--- config.mk ---
export PLATFORM = sky130hd
export DESIGN_NAME = wdk_top
export DESIGN_NICKNAME = d
export VERILOG_FILES = /design/src/rtl/wdk_pkg.sv /design/src/rtl/wdk_regs.sv /design/src/rtl/wdk_keyseq.sv /design/src/rtl/wdk_counter.sv /design/src/rtl/wdk_top.sv
export SDC_FILE = /design/constraint.sdc
export NUM_CORES = 1
export LEC_CHECK = 0
export BUFFER_PORTS_ARGS = -buffer_cell sky130_fd_sc_hd__buf_2
export CELL_PAD_IN_SITES_DETAIL_PLACEMENT = 1
export CELL_PAD_IN_SITES_GLOBAL_PLACEMENT = 1
export CORE_UTILIZATION = 47
export CTS_CLUSTER_SIZE = 28
export DETAILED_ROUTE_END_ITERATION = 6
export PLACE_DENSITY_LB_ADDON = 0.1
export SLEW_MARGIN = 20
export SYNTH_ARGS = -nofsm -noshare
export SYNTH_HDL_FRONTEND = slang
export SYNTH_HIERARCHICAL = 1
export SYNTH_SLANG_ARGS = --single-unit
--- constraint.sdc ---
create_clock -name clk -period 6.3 [get_ports clk]
set_clock_uncertainty 0.05 [all_clocks]
set_input_delay 0.63 -clock clk [delete_from_list [all_inputs] [get_ports clk]]
set_output_delay 0.63 -clock clk [all_outputs]
set_load 0.03 [all_outputs]
--- src/rtl/wdk_pkg.sv ---
package wdk_pkg;
  localparam int WDK_DW = 32;
  localparam int WDK_AW = 3;

  localparam logic [WDK_DW-1:0] KEY_ARM_HI  = 32'h0000_FF00;
  localparam logic [WDK_DW-1:0] KEY_ARM_LO  = 32'h0000_00FF;
  localparam logic [WDK_DW-1:0] KEY_HALT_HI = 32'h0000_EE00;
  localparam logic [WDK_DW-1:0] KEY_HALT_LO = 32'h0000_00EE;

  localparam int OFS_LIMIT = 0;
  localparam int OFS_CTRL  = 4;

  typedef enum logic [1:0] {
    ARM_IDLE = 2'd0,
    ARM_RUN  = 2'd1,
    ARM_HALT = 2'd2
  } arm_state_e;
endpackage

--- src/rtl/wdk_regs.sv ---
module wdk_regs
  import wdk_pkg::*;
#(
  parameter int DW = WDK_DW,
  parameter int AW = WDK_AW,
  parameter logic [DW-1:0] LIMIT_RST = {{(DW-1){1'b1}}, 1'b0}
) (
  input  logic          clk,
  input  logic          rst_n,
  input  logic          wr_en,
  input  logic [AW-1:0] addr,
  input  logic [DW-1:0] wdata,
  input  logic          running,
  output logic [DW-1:0] limit_o,
  output logic [DW-1:0] rdata_o
);
  localparam logic [AW-1:0] A_LIMIT = AW'(OFS_LIMIT);
  localparam logic [AW-1:0] A_CTRL  = AW'(OFS_CTRL);

  logic [DW-1:0] limit_q;

  always_ff @(posedge clk or negedge rst_n) begin
    if (!rst_n)
      limit_q <= LIMIT_RST;
    else if (wr_en && addr == A_LIMIT)
      limit_q <= wdata;
  end

  always_comb begin
    rdata_o = '0;
    if (addr == A_LIMIT)
      rdata_o = limit_q;
    else if (addr == A_CTRL)
      rdata_o = {{(DW-1){1'b0}}, running};
  end

  assign limit_o = limit_q;
endmodule

--- src/rtl/wdk_keyseq.sv ---
module wdk_keyseq
  import wdk_pkg::*;
#(
  parameter int DW = WDK_DW,
  parameter int AW = WDK_AW
) (
  input  logic          clk,
  input  logic          rst_n,
  input  logic          wr_en,
  input  logic [AW-1:0] addr,
  input  logic [DW-1:0] wdata,
  output logic          arm_o,
  output logic          halt_o
);
  localparam logic [AW-1:0] A_CTRL = AW'(OFS_CTRL);

  arm_state_e state_q, state_d;
  logic       ctrl_wr;

  assign ctrl_wr = wr_en && (addr == A_CTRL);

  always_comb begin
    arm_o   = 1'b0;
    halt_o  = 1'b0;
    state_d = state_q;
    if (wr_en) begin
      if (ctrl_wr && state_q == ARM_RUN && wdata == KEY_ARM_LO)
        arm_o = 1'b1;
      if (ctrl_wr && state_q == ARM_HALT && wdata == KEY_HALT_LO)
        halt_o = 1'b1;
      if (ctrl_wr && wdata == KEY_ARM_HI)
        state_d = ARM_RUN;
      else if (ctrl_wr && wdata == KEY_HALT_HI)
        state_d = ARM_HALT;
      else
        state_d = ARM_IDLE;
    end
  end

  always_ff @(posedge clk or negedge rst_n) begin
    if (!rst_n)
      state_q <= ARM_IDLE;
    else
      state_q <= state_d;
  end
endmodule

--- src/rtl/wdk_counter.sv ---
module wdk_counter
  import wdk_pkg::*;
#(
  parameter int DW = WDK_DW,
  parameter int MIN_TICKS = 2
) (
  input  logic          clk,
  input  logic          rst_n,
  input  logic          arm,
  input  logic          halt,
  input  logic [DW-1:0] limit,
  output logic          running_o,
  output logic [DW-1:0] count_o,
  output logic          expire_o
);
  localparam logic [DW-1:0] LO_BOUND = DW'(MIN_TICKS);
  localparam logic [DW-1:0] HI_BOUND = {{(DW-1){1'b1}}, 1'b0};
  localparam logic [DW-1:0] ONE      = DW'(1);

  logic [DW-1:0] count_q, load_val;
  logic          run_q, exp_q;

  always_comb begin
    if (limit < LO_BOUND)
      load_val = LO_BOUND;
    else if (limit > HI_BOUND)
      load_val = HI_BOUND;
    else
      load_val = limit;
  end

  always_ff @(posedge clk or negedge rst_n) begin
    if (!rst_n) begin
      count_q <= '0;
      run_q   <= 1'b0;
      exp_q   <= 1'b0;
    end else begin
      exp_q <= 1'b0;
      if (arm) begin
        count_q <= load_val;
        run_q   <= 1'b1;
      end else if (halt) begin
        count_q <= '0;
        run_q   <= 1'b0;
      end else if (run_q) begin
        if (count_q == ONE) begin
          count_q <= '0;
          run_q   <= 1'b0;
          exp_q   <= 1'b1;
        end else begin
          count_q <= count_q - ONE;
        end
      end
    end
  end

  assign running_o = run_q;
  assign count_o   = count_q;
  assign expire_o  = exp_q;
endmodule

--- src/rtl/wdk_top.sv ---
module wdk_top
  import wdk_pkg::*;
#(
  parameter int DW = WDK_DW,
  parameter int AW = WDK_AW,
  parameter int MIN_TICKS = 2
) (
  input  logic          clk,
  input  logic          rst_n,
  input  logic          bus_wr,
  input  logic [AW-1:0] bus_addr,
  input  logic [DW-1:0] bus_wdata,
  output logic [DW-1:0] bus_rdata,
  output logic          wdt_rst_req
);
  logic          key_arm, key_halt, run_flag;
  logic [DW-1:0] limit_val, tick_cnt;

  wdk_regs #(.DW(DW), .AW(AW)) regs_i (
    .clk(clk), .rst_n(rst_n), .wr_en(bus_wr), .addr(bus_addr),
    .wdata(bus_wdata), .running(run_flag), .limit_o(limit_val),
    .rdata_o(bus_rdata)
  );

  wdk_keyseq #(.DW(DW), .AW(AW)) keys_i (
    .clk(clk), .rst_n(rst_n), .wr_en(bus_wr), .addr(bus_addr),
    .wdata(bus_wdata), .arm_o(key_arm), .halt_o(key_halt)
  );

  wdk_counter #(.DW(DW), .MIN_TICKS(MIN_TICKS)) cnt_i (
    .clk(clk), .rst_n(rst_n), .arm(key_arm), .halt(key_halt),
    .limit(limit_val), .running_o(run_flag), .count_o(tick_cnt),
    .expire_o(wdt_rst_req)
  );
endmodule

==> flow_summary.yaml <==
worst_setup_path:
  rrSetupSlack_ns: 3.08
  startpoint_type: "input port"
  crit_fanout: 20
  end_kind: "register"
  crit-reg2reg-launch: "cnt_i/count_o[24]"
  cp.required_ns: 6.48
  reg2reg_depth: 6
  r2r_end: "cnt_i/count_o[3]"
  path_class: "in2reg"
  max_stage_delay_ns: 0.67
  cp_cell_sequence: "buf_2 -> nor4b_1 -> nand3_1 -> nor4_2 -> nor4b_2 -> nor2_1 -> buf_4 -> nand2_1 -> nor2_2 -> a222oi_1 -> o21ai_0"
  critPathSlowestCell: "nor4b_2"
  cp.arrival_ns: 3.46
cts:
  clockRootBuffer: "clkbuf_8"
  cts_tree: "yes"
  cts_max_level: 3
  clk_path_buf_depth: 2
  cts_setup_buffers: 0
  clk_latency_ns: 0.36
  clkSlewWorstSetupHoldPaths_ns: 0.08
  cts_resized: 0
  clock-sinks: 68
  ctsHoldBuffers: 0
  cts_buffers: 9
synth:
  synthDistinctLibCells: 58
  yosysWarnings: 6
  synth_edf_count: 0
  syn_inst: 388
  ys.flop_type: "dfrtp_1"
  ys_ff_latch: 68
  postSynth.asyncResetShare_pct: 100
  synth_area_um2: 3930
  syn-num-nets: 428
  ys_seq_area_share_pct: 44.2
  syn_area_per_cell_um2: 10.1
finish:
  nNetsFinal: 498
  drive_gt1_share_pct: 36.9
  n_antenna_cell: 0
  fin_area_um2: 4570
  fin_util_pct: 55.9
  syn_to_final_growth_pct: 16.3
sta:
  fmax_mhz: 305
  final-setup-viol-count: 0
  relSlewSlack_pct: 40.2
  tns_ns: 0
  worstMarginPinSlew_ns: 0.898
  period_share_pct: 52.1
  grt_setup_unrepaired: "no"
  post-route-min-period_ns: 3.28
  drv_slew: 0
  holdWs_ns: 0.403
  finalHoldViolations: 0
grt:
  overflow: 0
  grt_pass1_vias: 3584
  grt_pass1_wl_um: 19600
  antenna_found_initial: 0
  grt_max_degree: 69
  grt_usage_pct: 29.6
placement:
  place_area_um2: 4380
  io_buffers: 70
  dp_hpwl_um: 8810
  finalWeightedCongestion: 0.841
drt:
  wire_per_inst_um: 21.6
  met2WireLength_um: 5850
  met1_length_um: 5740
  wl_um: 12200
  wl_met3_um: 413
  first_pass_iters: 5
  drc: 0
  highest_layer: "met4"
  viasPerCell: 6.32
  postRouteAntennaNets: 0
  vias: 3591
  drt_iter0_drc: 202
status:
  outcome: "complete, no violations"
pwr:
  ir_drop_uv: 160
  leakage_nw: 1.86
  powerDensity_nw_per_um2: 239
floorplan:
  die_x_um: 93.5
  rows: 33
  ios: 71
  core_area_um2: 8180
  die_y_um: 93.5
  initial_core_util_pct: 48.1
  dieArea_um2: 8740
worst_hold_path:
  hold_class: "in2async"
flow_run:
  drv_cap: 0
area by class of cell:
class / count / area [um^2]
fill: 954 / 3600
multi-input combinational: 297 / 2090
sequential: 68 / 1740
timing repair buffer: 77 / 403
tap: 105 / 131
clock buffer: 10 / 128
clock inverter: 6 / 65.1
inverter: 5 / 18.8
state kept, by name, indices dropped and copies added (netlist names):
register / count
cnt_i/count_o: 32
keys_i/state_q: 2
regs_i/limit_o: 32
cnt_i/expire_o: 1
cnt_i/running_o: 1
cells in the final DEF (no fill, tap or decap), types with 4 or more instances in the layout:
cell type and instances:
a32oi_1 11, nand2_1 29, nand3_1 17, o21ai_0 20, dfstp_2 31, nor3_1 14
o211ai_1 7, or2_2 4, buf_4 7, buf_2 70, and2_1 31, inv_1 5
nor2_1 16, nor4_1 15, dfrtp_1 37, mux2_2 30, or4_1 5, nand2b_1 5
nand4_1 20, clkbuf_8 9, o311ai_0 4, nor4_2 5, a22oi_1 7, o31ai_1 4
a21oi_1 4
logic make-up after synthesis:
kind of cell	share of synthesized area [%]
AOI/OAI and AO/OA	13.6
adders and majority gates	0.636
buffers and inverters	2.83
DFF	44.2
muxes	9.41
and+or+nand+nor	29.2
how the worst max path moves through the flow:
stage / startpoint / endpoint / slack, ns / cells past startpoint
finish: bus_wdata[21] / cnt_i/count_o[3] / 3.02 / 11
global route: bus_addr[2] / cnt_i/count_o[3] / 2.69 / 11
CTS: bus_wdata[21] / cnt_i/count_o[3] / 3.06 / 11
detailed placement: bus_wdata[21] / cnt_i/count_o[3] / 2.73 / 11
global placement: bus_wdata[21] / cnt_i/count_o[2] / 2.79 / 11
floorplan: bus_wdata[7] / cnt_i/count_o[18] / 3.44 / 10
critical path, delay by kind of cell:
family / cells / cell delay [ns]
and+or+nand+nor: 7 / 1.99
AOI/OAI and AO/OA: 2 / 0.48
buffers and inverters: 2 / 0.35
power breakdown:
part | internal, mW | switching [mW] | total [mW]
Clock | 0.183 | 0.180 | 0.363
Sequential | 0.518 | 0.0838 | 0.601
Combinational | 0.0627 | 0.0664 | 0.129
per-layer routing:
layer,global-route usage (%),up-vias
li1,-,1646
met1,41.6,1827
met2,47.1,98
met3,3.17,20
met4,11.2,0
met5,0,-
metrics by stage:
stage	std cells	setup WS, ns	total power, mW
final	568	3.02	1.09
after CTS	568	3.06	1.10
after detailed placement	552	2.73	0.734
after global placement	552	2.79	0.728
after floorplan	388	3.44	0.647
after global routing	568	2.69	1.14
synth_stat cells (all sizes together) (2+ instances only):
master | count | area share (%)
a21oi | 4 | 0.51
a221o | 3 | 0.76
a22oi | 7 | 1.3
a32oi | 11 | 2.4
and2 | 31 | 4.9
and4 | 2 | 0.45
buf | 5 | 1.1
clkbuf | 13 | 1.2
dfrtp | 37 | 24
dfstp | 31 | 21
ha | 2 | 0.64
inv | 5 | 0.48
mux2 | 32 | 9.2
nand2 | 29 | 2.8
nand2b | 5 | 0.80
nand3 | 18 | 2.4
nand3b | 3 | 0.57
nand4 | 20 | 3.2
nor2 | 17 | 1.7
nor3 | 16 | 2.2
nor3b | 3 | 0.57
nor4 | 21 | 4.5
nor4b | 6 | 2.0
o211ai | 7 | 1.3
o21ai | 20 | 2.5
o311ai | 5 | 1.1
o31ai | 4 | 0.76
o41ai | 2 | 0.45
or2 | 4 | 0.64
or3 | 4 | 0.76
or4 | 5 | 0.95
Note: power is estimated with default switching activity, not from simulation.
